[src/rtl/uml_pkg.sv]
package uml_pkg;
  localparam int CTL_W   = 8;
  localparam int LINES   = 4;
  // control bit positions
  localparam int B_DTR   = 0;
  localparam int B_RTS   = 1;
  localparam int B_OUT2  = 2;
  localparam int B_OUT3  = 3;
  localparam int B_LOOP  = 4;
  localparam int B_RSV   = 5;
  localparam int B_ARTS  = 6;
  localparam int B_ACTS  = 7;
  // status nibble order: [0]=CTS [1]=DSR [2]=RI [3]=DCD
  localparam int L_CTS   = 0;
  localparam int L_DSR   = 1;
  localparam int L_RI    = 2;
  localparam int L_DCD   = 3;

  typedef logic [LINES-1:0] lines_t;

  // loopback routing of control outputs onto status lines
  function automatic lines_t loop_map(input logic [LINES-1:0] lo);
    lines_t m;
    m[L_CTS] = lo[B_RTS];
    m[L_DSR] = lo[B_DTR];
    m[L_RI]  = lo[B_OUT2];
    m[L_DCD] = lo[B_OUT3];
    return m;
  endfunction

  // change detection: any edge except RI which reports its trailing edge
  function automatic lines_t delta_of(input lines_t old_l, input lines_t new_l);
    lines_t d;
    d = old_l ^ new_l;
    d[L_RI] = old_l[L_RI] & ~new_l[L_RI];
    return d;
  endfunction
endpackage

[src/rtl/uml_ctl_reg.sv]
module uml_ctl_reg #(
  parameter int W = 8,
  parameter logic [W-1:0] RSV_MASK = 8'h20
) (
  input  logic         clk,
  input  logic         rst_n,
  input  logic         we,
  input  logic [W-1:0] wdata,
  output logic [W-1:0] q
);
  logic [W-1:0] r;
  always_ff @(posedge clk or negedge rst_n) begin
    if (!rst_n)  r <= '0;
    else if (we) r <= wdata & ~RSV_MASK;
  end
  assign q = r;
endmodule

[src/rtl/uml_sync.sv]
module uml_sync #(
  parameter int WIDTH  = 4,
  parameter int STAGES = 2
) (
  input  logic             clk,
  input  logic             rst_n,
  input  logic [WIDTH-1:0] d,
  output logic [WIDTH-1:0] q
);
  logic [WIDTH-1:0] stg [STAGES];
  always_ff @(posedge clk or negedge rst_n) begin
    if (!rst_n) stg[0] <= '0;
    else        stg[0] <= d;
  end
  for (genvar i = 1; i < STAGES; i++) begin : g_stage
    always_ff @(posedge clk or negedge rst_n) begin
      if (!rst_n) stg[i] <= '0;
      else        stg[i] <= stg[i-1];
    end
  end
  assign q = stg[STAGES-1];
endmodule

[src/rtl/uml_pin_mux.sv]
module uml_pin_mux (
  input  logic loop_en,
  input  logic dtr_bit,
  input  logic rts_bit,
  input  logic tx_serial_in,
  input  logic pin_rxd,
  output logic rx_serial_out,
  output logic pin_txd,
  output logic pin_rts,
  output logic pin_dtr
);
  always_comb begin
    if (loop_en) begin
      rx_serial_out = tx_serial_in;
      pin_txd       = 1'b1;
      pin_rts       = 1'b0;
      pin_dtr       = 1'b0;
    end else begin
      rx_serial_out = pin_rxd;
      pin_txd       = tx_serial_in;
      pin_rts       = rts_bit;
      pin_dtr       = dtr_bit;
    end
  end
endmodule

[src/rtl/uml_status.sv]
module uml_status
  import uml_pkg::*;
(
  input  logic       clk,
  input  logic       rst_n,
  input  logic       loop_en,
  input  lines_t     ctl_lo,
  input  lines_t     pin_lvl,
  input  logic       sts_rd,
  output logic [7:0] sts,
  output lines_t     delta_set,
  output logic       msi
);
  lines_t src, lvl, dlt;

  assign src       = loop_en ? loop_map(ctl_lo) : pin_lvl;
  assign delta_set = delta_of(lvl, src);

  always_ff @(posedge clk or negedge rst_n) begin
    if (!rst_n) begin
      lvl <= '0;
      dlt <= '0;
    end else begin
      lvl <= src;
      dlt <= (sts_rd ? '0 : dlt) | delta_set;
    end
  end

  assign sts = {lvl, dlt};
  assign msi = |dlt;
endmodule

[src/rtl/uart_modem_loop.sv]
module uart_modem_loop
  import uml_pkg::*;
#(
  parameter int SYNC_STAGES = 2
) (
  input  logic             clk,
  input  logic             rst_n,
  input  logic             ctl_we,
  input  logic [CTL_W-1:0] ctl_wdata,
  output logic [CTL_W-1:0] ctl_q,
  output logic             auto_rts_en,
  output logic             auto_cts_en,
  input  logic             sts_rd,
  output logic [7:0]       sts_q,
  output logic             msi_req,
  input  logic             tx_serial_in,
  output logic             rx_serial_out,
  input  logic             pin_rxd,
  output logic             pin_txd,
  input  logic             pin_cts,
  input  logic             pin_dsr,
  input  logic             pin_ri,
  input  logic             pin_dcd,
  output logic             pin_rts,
  output logic             pin_dtr
);
  logic [CTL_W-1:0] ctl;
  logic             loop_en;
  lines_t           pins_raw, pins_sync, delta_set;

  uml_ctl_reg #(.W(CTL_W), .RSV_MASK(8'(1 << B_RSV))) u_ctl (
    .clk(clk), .rst_n(rst_n), .we(ctl_we), .wdata(ctl_wdata), .q(ctl)
  );

  assign loop_en     = ctl[B_LOOP];
  assign ctl_q       = ctl;
  assign auto_rts_en = ctl[B_ARTS];
  assign auto_cts_en = ctl[B_ACTS];

  uml_pin_mux u_mux (
    .loop_en(loop_en), .dtr_bit(ctl[B_DTR]), .rts_bit(ctl[B_RTS]),
    .tx_serial_in(tx_serial_in), .pin_rxd(pin_rxd),
    .rx_serial_out(rx_serial_out), .pin_txd(pin_txd),
    .pin_rts(pin_rts), .pin_dtr(pin_dtr)
  );

  always_comb begin
    pins_raw        = '0;
    pins_raw[L_CTS] = pin_cts;
    pins_raw[L_DSR] = pin_dsr;
    pins_raw[L_RI]  = pin_ri;
    pins_raw[L_DCD] = pin_dcd;
  end

  uml_sync #(.WIDTH(LINES), .STAGES(SYNC_STAGES)) u_sync (
    .clk(clk), .rst_n(rst_n), .d(pins_raw), .q(pins_sync)
  );

  uml_status u_sts (
    .clk(clk), .rst_n(rst_n), .loop_en(loop_en), .ctl_lo(ctl[LINES-1:0]),
    .pin_lvl(pins_sync), .sts_rd(sts_rd), .sts(sts_q),
    .delta_set(delta_set), .msi(msi_req)
  );
endmodule

[config.mk]
export PLATFORM = sky130hd
export DESIGN_NAME = uart_modem_loop
export DESIGN_NICKNAME = d
export VERILOG_FILES = /design/src/rtl/uml_pkg.sv /design/src/rtl/uml_ctl_reg.sv /design/src/rtl/uml_sync.sv /design/src/rtl/uml_pin_mux.sv /design/src/rtl/uml_status.sv /design/src/rtl/uart_modem_loop.sv
export SDC_FILE = /design/constraint.sdc
export NUM_CORES = 1
export LEC_CHECK = 0
export BUFFER_PORTS_ARGS = -buffer_cell sky130_fd_sc_hd__clkbuf_2
export CORE_MARGIN = 3
export CORE_UTILIZATION = 35
export CTS_BUF_LIST = sky130_fd_sc_hd__clkbuf_4
export CTS_CLUSTER_DIAMETER = 120
export DETAILED_ROUTE_END_ITERATION = 6
export GPL_TIMING_DRIVEN = 0
export PLACE_DENSITY = 0.68
export SYNTH_ARGS = -nofsm -noshare
export SYNTH_HDL_FRONTEND = slang
export SYNTH_SLANG_ARGS = --single-unit
export TNS_END_PERCENT = 20
[constraint.sdc]
create_clock -name clk -period 1 [get_ports clk]
set_input_delay 0.2 -clock clk [delete_from_list [all_inputs] [get_ports clk]]
set_output_delay 0.2 -clock clk [all_outputs]
set_load 0.03 [all_outputs]
**Word level (Yosys, flattened, before mapping)**

Index checks and enable logic that the tools add are counted.

- Muxes and demuxes: 6
- Bitwise logic cells: 4
- Reduce and logical (&&, ||, !) cells: 1

Operators by type and width:

| cell | count |
|---|---|
| two-way mux 4 bit | 2 |
| two-way mux 1 bit | 4 |
| OR 4 bit | 1 |
| OR reduction 4 bit | 1 |
| bitwise XOR 4 bit | 1 |
| bitwise AND 1 bit | 1 |
| inverter 1 bit | 1 |

- Register bits after elaboration: 23
- Bits of input ports: 18
- Word-level logic and storage cells: 16

**Depth between registers and ports, before layout**

Gate-level depths: netlist (run 1).

- Depth after elaboration: 4
- Mapped depth: 4

**Hierarchy**

Synthesis (run 1) repeated with hierarchy kept, for this count alone.

- Cells, all modules: 65
- Area total of the unflattened synthesis: 930.9 um^2

By module, submodules not included:

| module | instances | cells an instance | area each (um^2) | sequential area each (um^2) |
|---|---|---|---|---|
| uml_status | 1 | 30 | 344.1 | 200.2 |
| uml_ctl_reg | 1 | 17 | 302.8 | 175.2 |
| uml_sync | 1 | 12 | 230.2 | 200.2 |
| uml_pin_mux | 1 | 4 | 38.8 | 0.0 |
| uart_modem_loop | 1 | 2 | 15.0 | 0.0 |

**Worst setup path before layout (run 1)**

No wires, ideal clock.

- Kind: register to output
- From: register u_sts.dlt[1]
- To: output msi_req
- Arrival time: 1.194 ns
- Data required time: 0.800 ns
- Setup slack: -0.394 ns
- Stages on the path, launching flop included: 2
- Cells stage by stage: dfrtp_1 > or4_1

- Word-level cells in the longest chain between the ends: 1

Ends and longest elaborated chain:

| what | line | text |
|---|---|---|
| start, declared | uml_status.sv:14 | `lines_t src, lvl, dlt;` |
| start signal, assigned | uml_status.sv:25 | `dlt <= (sts_rd ? '0 : dlt) \| delta_set;` |
| OR reduction 4 bit | uml_status.sv:30 | `assign msi = \|dlt;` |
| end, declared | uart_modem_loop.sv:15 | `output logic msi_req,` |

No other way between the ends.

**Worst setup path after layout (run 1)**

- From: register u_sts.dlt[0]
- To: output msi_req

Same word-level chain as after synthesis.

==> results of run 1 <==
-- metrics by stage --
stage / util / hold slack [ns]
6_report: 0.627 / 0.116
5_1_grt: 0.627 / 0.108
4_1_cts: 0.612 / 0.104
3_5_place_dp: 0.488 / 0.220
3_3_place_gp: 0.488 / 0.206
2_1_floorplan: - / -0.0956
-- synth_stat cells (all sizes together) --
cell type  count  share of area
a21oi          3          0.016
nor2b          6          0.041
conb           1         0.0041
or4            1         0.0082
or2            1         0.0068
buf            8          0.067
mux2          12           0.16
nor3           3          0.033
and2b          2          0.019
inv            2         0.0082
o22ai          1         0.0068
dfrtp         23           0.63
-- layer usage --
| layer | track usage | vias up | part of all wire | routed length, um |
|---|---|---|---|---|
| met5 | 0 | - | 0 | 0 |
| met4 | 0.0596 | 0 | 0.013 | 23 |
| li1 | - | 300 | - | - |
| met3 | 0.0430 | 4 | 0.089 | 158 |
| met2 | 0.197 | 30 | 0.50 | 890 |
| met1 | 0.148 | 296 | 0.39 | 697 |
-- power breakdown --
part           total [W]  internal (W)  switching [W]
Clock           0.000445      0.000183       0.000262
Combinational   0.000862      0.000464       0.000398
Sequential       0.00111       0.00103      0.0000821
Total            0.00242       0.00167       0.000742
-- sequential cells by signal (all words and copies together), names as in the netlist --
| register | cells |
|---|---|
| u_sts.dlt | 4 |
| u_sync.q | 4 |
| u_sts.lvl | 4 |
| u_ctl.q | 7 |
| u_sync.stg | 4 |
-- worst max-delay path by stage --
stage | slack, ns | cells after the start | from | end
3_3_place_gp | -0.29 | 2 | u_sts.dlt[2] | msi_req
5_1_grt | -0.65 | 2 | u_sts.dlt[0] | msi_req
6_report | -0.61 | 2 | u_sts.dlt[0] | msi_req
3_5_place_dp | -0.31 | 2 | u_sts.dlt[2] | msi_req
2_1_floorplan | -0.28 | 1 | u_sts.dlt[2] | msi_req
4_1_cts | -0.64 | 2 | u_sts.dlt[0] | msi_req
-- kinds of logic (layout without fill, tap and decap cells) --
logic type	after synthesis	after routing	synth area share
flip-flops	23	23	0.629
AND/OR/NAND/NOR	13	13	0.108
multiplexers	12	12	0.160
buffers and inverters	10	59	0.0752
AO/OA/AOI/OAI	4	4	0.0233
other	1	1	0.00410
-- cell type report --
class | count | area (um^2) | area share
sequential | 23 | 578 | 0.394
timing repair buffer | 45 | 457 | 0.311
clock buffer | 4 | 30.0 | 0.0205
buffer | 8 | 68.8 | 0.0469
tap | 28 | 35.0 | 0.0239
inverter | 2 | 7.51 | 0.00512
multi-input combinational | 30 | 290 | 0.198
-- repair_timing --
item                                    in CTS  in global routing
hold buffers                                 5                  0
pin swaps                                    5                  1
setup buffers                                3                  1
endpoints found under the hold margin       27                  0
endpoints found under the setup margin      26                 30
gates resized for setup                     47                 20
==> out/qor.yml, run 1 <==
failed_checks: "negative setup slack"
design.core.area_mm2: 0.00234
cts_tree: "done"
place_worst_setup_slack_ns: -0.311
cp-start-kind: "register"
grt_first_pass_wirelength_um: 3080
yosysWarnings: 0
hold_class: "input port to register"
gp_congestion: 0.637
stdcell_count: 140
setup_viol: 30
ant_nets: 0
irDropWorstVdd_mv: 1.22
holdPathStages: 2
die_w_um: 57.1
worstPathArrival_ns: 1.41
die_h_um: 57.1
hold_viol: 0
min_period_ns: 1.61
synth-seq-area-share: 0.629
first_iter_violations: 3
insertion_delay_ns: 0.30
r2r_end: "u_sts.dlt[1]"
die_area_mm2: 0.00326
dp_cells: 128
cts_made_buffers: 3
fmax_ghz: 0.621
htreeDepth: 1
rsz0062_at_grt: "yes"
crit_buf_inv: 1
cp.required_ns: 0.80
mappedNetlistNets: 81
grt_use_total: 0.123
drv_cap: 0
total_leakage_power_nw: 0.702
drt-total-wl_um: 1770
syn_area_um2: 915
end_kind: "primary output"
total_power_w: 0.00242
start_util: 0.391
yosysUniqueCellTypes: 15
finClkSkew_ns: 0.00256
final_cell_mix: "21 x dfrtp_1, 15 x clkbuf_2, 14 x buf_8"
antenna_found_initial: 0
p_per_area_mw_per_mm2: 1650
crit_slowest_cell: "or4_4"
wl_per_cell_um: 12.6
portBuffers: 37
critPathMaxStageDelay_ns: 0.54
clk_pin_slew_ns: 0.12
rows: 17
maxSlewViolCount: 0
vias: 630
ys_ff_latch: 23
drtPass1Iterations: 2
syn_avg_cell_area_um2: 14.5
synth_cells: 63
place_area_mm2: 0.00114
grt_pass1_vias: 684
post-dp-hpwl_um: 1160
fillers: 200
worst_slew_margin_rel: 0.633
worst_pin_slew_ns: 0.551
worstRegToRegCells: 5
syn_to_final_growth_pct: 60.3
worst_slack_ns: -0.610
period_share: 1.61
crit_fanout: 2
critPathKind: "register to primary output"
cts_sinks: 23
grt.overflow.total: 0
crit_family: "simple AND/OR/NAND/NOR gates"
viasPerCell: 4.50
ioPinCount: 41
drive_gt1_frac: 0.661
crit_chain: "or4_4, buf_8"
tns_ns: -5.69
hold_start: "ctl_wdata[6]"
nNetsFinal: 131
post-route-drc-count: 0
final_common_cell: "dfrtp_1"
r2r_slack_ns: -0.29
min_to: "u_ctl.q[6]"
antenna_cells: 0
status: "complete, but fails checks"
cts.path.max_buffers: 2
final_area_mm2: 0.00147
cts_root_buf: "clkbuf_4"
grt_max_degree: 24
r2r_start: "u_ctl.q[4]"
Power figures use the tool's default switching activity.
==> inputs of run 2 (changes only) <==
PLACE_DENSITY = 0.65   (was 0.68)
clock period = 1.74 ns   (was 1 ns; I/O delays follow)
==> out/qor.yml, run 2 (same netlist as run 1, synthesis figures left out) <==
clk_pin_slew_ns: 0.12
worst_slew_margin_rel: 0.634
fmax_ghz: 0.575
crit_chain: "or4_4, buf_8"
stdcell_count: 133
vias: 606
gp_congestion: 0.681
cts_root_buf: "clkbuf_4"
htreeDepth: 1
largest_reg_flops: 7
grt_pass1_vias: 621
drt-total-wl_um: 1590
min_period_ns: 1.74
nNetsFinal: 124
cts_tree: "done"
crit_slowest_cell: "or4_4"
die_area_mm2: 0.00326
dp_cells: 128
cts_sinks: 23
critPathKind: "register to primary output"
r2r_end: "u_sts.dlt[1]"
worstRegToRegCells: 4
insertion_delay_ns: 0.29
total_leakage_power_nw: 0.596
setup_viol: 0
worstPathArrival_ns: 1.39
irDropWorstVdd_mv: 0.723
rows: 17
worst_pin_slew_ns: 0.549
ant_nets: 0
crit_family: "simple AND/OR/NAND/NOR gates"
viasPerCell: 4.56
antenna_cells: 0
cts.path.max_buffers: 2
r2r_start: "u_ctl.q[4]"
grt_max_degree: 24
place_area_mm2: 0.00113
finClkSkew_ns: 0.00444
antenna_found_initial: 0
critPathMaxStageDelay_ns: 0.54
post-route-drc-count: 0
drv_cap: 0
period_share: 0.999
grt.overflow.total: 0
cp.required_ns: 1.39
drive_gt1_frac: 0.657
first_iter_violations: 2
portBuffers: 37
clockPowerShare: 0.203
crit_buf_inv: 1
crit_fanout: 2
final_cell_mix: "35 x clkbuf_2, 23 x dfrtp_1, 9 x mux2_2"
post-dp-hpwl_um: 1230
power_frac_comb: 0.286
final_common_cell: "clkbuf_2"
cp-start-kind: "register"
end_kind: "primary output"
drtPass1Iterations: 2
p_sw_w: 0.000391
die_h_um: 57.1
design.core.area_mm2: 0.00234
rsz0062_at_grt: "yes"
wl_per_cell_um: 11.9
p_int_w: 0.000833
cts_made_buffers: 3
r2r_slack_ns: 0.57
grt_first_pass_wirelength_um: 2640
grt_use_total: 0.103
hold_viol: 0
maxSlewViolCount: 0
final_area_mm2: 0.00119
seqPwrFrac: 0.511
die_w_um: 57.1
ioPinCount: 41
p_per_area_mw_per_mm2: 1030
syn_to_final_growth_pct: 29.7
start_util: 0.391
hold_class: "input port to asynchronous set/reset pin"
netSwitchingFraction: 0.320
status: "finished, final reports clean"
[run 2: layout make-up]
class                   count  area (um^2)
multi-input cells          30          274
repair buffers             38          203
well taps                  28         35.0
plain buffers               8         61.3
fillers                   235         1150
inverters                   2         7.51
clock buffers               4         30.0
flip-flops and latches     23          576
[run 2: how the worst max path moves through the flow]
stage / start / endpoint / slack, ns / cells past startpoint
4_1_cts: u_sts.dlt[2] / msi_req / -0.02 / 2
3_3_place_gp: u_sts.dlt[1] / msi_req / 0.33 / 2
6_report: u_sts.dlt[2] / msi_req / 0.002 / 2
2_1_floorplan: u_sts.dlt[1] / msi_req / 0.20 / 1
3_5_place_dp: u_sts.dlt[1] / msi_req / 0.30 / 2
5_1_grt: u_sts.dlt[0] / msi_req / -0.05 / 2
[run 2: layer usage]
metal  part of all wire  global-route usage  vias up
li1                   -                   -      287
met1               0.44               0.120      290
met2               0.49               0.183       27
met3              0.065              0.0294        2
met4             0.0076              0.0298        0
met5                  0                   0        -
[run 2: stage by stage]
| stage | total power, W | util | worst slack [ns] | setup TNS [ns] | hold WS, ns |
|---|---|---|---|---|---|
| floorplan | 0.000874 | - | 0.198 | 0 | 0.0524 |
| global route | 0.00130 | 0.507 | -0.0451 | -0.0538 | 0.0372 |
| detailed placement | 0.000982 | 0.485 | 0.302 | 0 | 0.336 |
| finish | 0.00122 | 0.507 | 0.00215 | 0 | 0.0114 |
| CTS | 0.00124 | 0.505 | -0.0224 | -0.0224 | 0.0328 |
| global placement | 0.000972 | 0.485 | 0.334 | 0 | 0.333 |
[run 2: power by group through the flow]
stage          registers, W  logic [W]  clock network [W]
4_1_cts            0.000625   0.000354           0.000261
6_report           0.000626   0.000350           0.000248
3_3_place_gp       0.000633   0.000340                  0
5_1_grt            0.000635   0.000374           0.000286
3_5_place_dp       0.000637   0.000345                  0
2_1_floorplan      0.000708   0.000166                  0
[run 2: repair_timing]
| item | 4_1_cts | 5_1_grt |
|---|---|---|
| hold buffers | 0 | 0 |
| pin swaps | 1 | 0 |
| buffers inserted | 1 | 0 |
| hold endpoints to repair | 0 | 0 |
| endpoints found under the setup margin | 1 | 2 |
| gates resized for setup | 2 | 3 |
==> inputs of run 3 (changes only) <==
CELL_PAD_IN_SITES_DETAIL_PLACEMENT = 1   (was default)
CELL_PAD_IN_SITES_GLOBAL_PLACEMENT = 1   (was default)
PLACE_DENSITY = 0.8   (was 0.65)
==> out/qor.yml, run 3 (same netlist as run 1, synthesis figures left out) <==
place_area_mm2: 0.00113
cts_tree: "done"
grt_max_degree: 24
period_share: 0.994
p_int_w: 0.000821
drive_gt1_frac: 0.660
post-route-drc-count: 0
drv_cap: 0
power_frac_comb: 0.292
portBuffers: 37
end_kind: "primary output"
status: "complete, but fails checks"
grt_pass1_vias: 643
grt_first_pass_wirelength_um: 2830
worst_pin_slew_ns: 0.552
gp_congestion: 0.620
rsz0062_at_grt: "yes"
netSwitchingFraction: 0.333
grt.overflow.total: 0
cts_made_buffers: 3
cts.path.max_buffers: 2
seq_area_um2: 576
maxSlewViolCount: 0
insertion_delay_ns: 0.31
min_period_ns: 1.73
crit_chain: "or4_4, buf_8"
start_util: 0.391
utilization: 0.510
antenna_found_initial: 0
grt_use_total: 0.113
tns_ns: 0
rows: 17
nNetsFinal: 125
p_sw_w: 0.000409
wl_per_cell_um: 13.0
final_common_cell: "clkbuf_2"
htreeDepth: 1
seqPwrFrac: 0.508
die_area_mm2: 0.00326
multi_input_area_um2: 274
finClkSkew_ns: 0.0156
ioPinCount: 41
antenna_cells: 0
viasPerCell: 4.60
total_leakage_power_nw: 0.595
drt-total-wl_um: 1750
largest_reg_flops: 7
cts_root_buf: "clkbuf_4"
critPathKind: "register to primary output"
hold_class: "input port to asynchronous set/reset pin"
setup_viol: 0
vias: 617
ctsHoldBuffers: 0
design.core.area_mm2: 0.00234
hold_slack_ns: -0.0117
drtPass1Iterations: 2
failed_checks: "negative hold slack"
die_w_um: 57.1
final_cell_mix: "34 x clkbuf_2, 23 x dfrtp_1, 9 x mux2_2"
fmax_ghz: 0.578
crit_slowest_cell: "or4_4"
worst_slew_margin_rel: 0.632
p_per_area_mw_per_mm2: 1030
post-dp-hpwl_um: 1380
cp.required_ns: 1.39
hold_viol: 14
fillers: 274
die_h_um: 57.1
cp-start-kind: "register"
ant_nets: 0
crit_fanout: 2
first_iter_violations: 4
irDropWorstVdd_mv: 0.683
syn_to_final_growth_pct: 30.5
dp_cells: 128
stdcell_count: 134
worstPathArrival_ns: 1.38
cts_sinks: 23
critPathMaxStageDelay_ns: 0.54
clockPowerShare: 0.200
clk_pin_slew_ns: 0.13
final_area_mm2: 0.00119
==> run 3: cell count changes in the layout (fill, tap and decap cells not counted), sizes merged <==
cell	before	now
clkbuf	39	37
clkinvlp	0	1
buf	11	13
==> run 3: worst paths after layout <==
check                         startpoint             to  cells past startpoint  slack, ns
min reg2reg                u_sync.stg[7]    u_sync.q[3]                      0       0.36
max reg2reg                   u_ctl.q[4]   u_sts.dlt[3]                      4       0.56
min                                rst_n  u_sync.stg[5]                      1      -0.01
max in group asynchronous          rst_n     u_ctl.q[0]                      1       1.37
max                         u_sts.dlt[0]        msi_req                      2       0.01
min in group clk                 pin_dcd  u_sync.stg[7]                      1       0.13
==> run 3: repair_timing <==
item                                    CTS  global route
buffers inserted                          2             0
endpoints found under the setup margin    1             3
pin swaps                                 0             1
resized for setup                         2             4
==> run 3: layout make-up <==
type,count,area share
Sequential cell,23,0.482
Multi-Input combinational cell,30,0.230
Timing Repair Buffer,39,0.176
Buffer,8,0.0514
Tap cell,28,0.0294
Clock buffer,3,0.0189
Clock inverter,1,0.00629
Inverter,2,0.00629
==> run 3: critical path, delay by kind of cell (launching register included) <==
family / cells / cell delay [ns]
buffers and inverters: 1 / 0.15
AND/OR/NAND/NOR: 1 / 0.54
flip-flops: 1 / 0.39
==> run 3: metrics by stage <==
stage                     setup slack (ns)  power [W]  hold slack (ns)
after detailed placement             0.305   0.000984            0.336
after global routing               -0.0334    0.00130           0.0202
after CTS                          -0.0201    0.00125          0.00569
after floorplan                      0.198   0.000874           0.0524
final                               0.0113    0.00123          -0.0117
after global placement               0.334   0.000972            0.334
==> run 3: power groups by stage <==
stage                     logic (W)  clock network [W]  registers (W)
final                      0.000359           0.000246       0.000625
after detailed placement   0.000346                  0       0.000638
after floorplan            0.000166                  0       0.000708
after global routing       0.000388           0.000274       0.000634
after global placement     0.000339                  0       0.000633
after CTS                  0.000364           0.000259       0.000624
==> run 3: metal layers <==
layer | vias up | wire [um] | part of all wire | track usage
li1 | 287 | - | - | -
met1 | 294 | 668 | 0.38 | 0.122
met2 | 34 | 875 | 0.50 | 0.199
met3 | 2 | 181 | 0.10 | 0.0588
met4 | 0 | 19 | 0.011 | 0.0199
met5 | - | 0 | 0 | 0
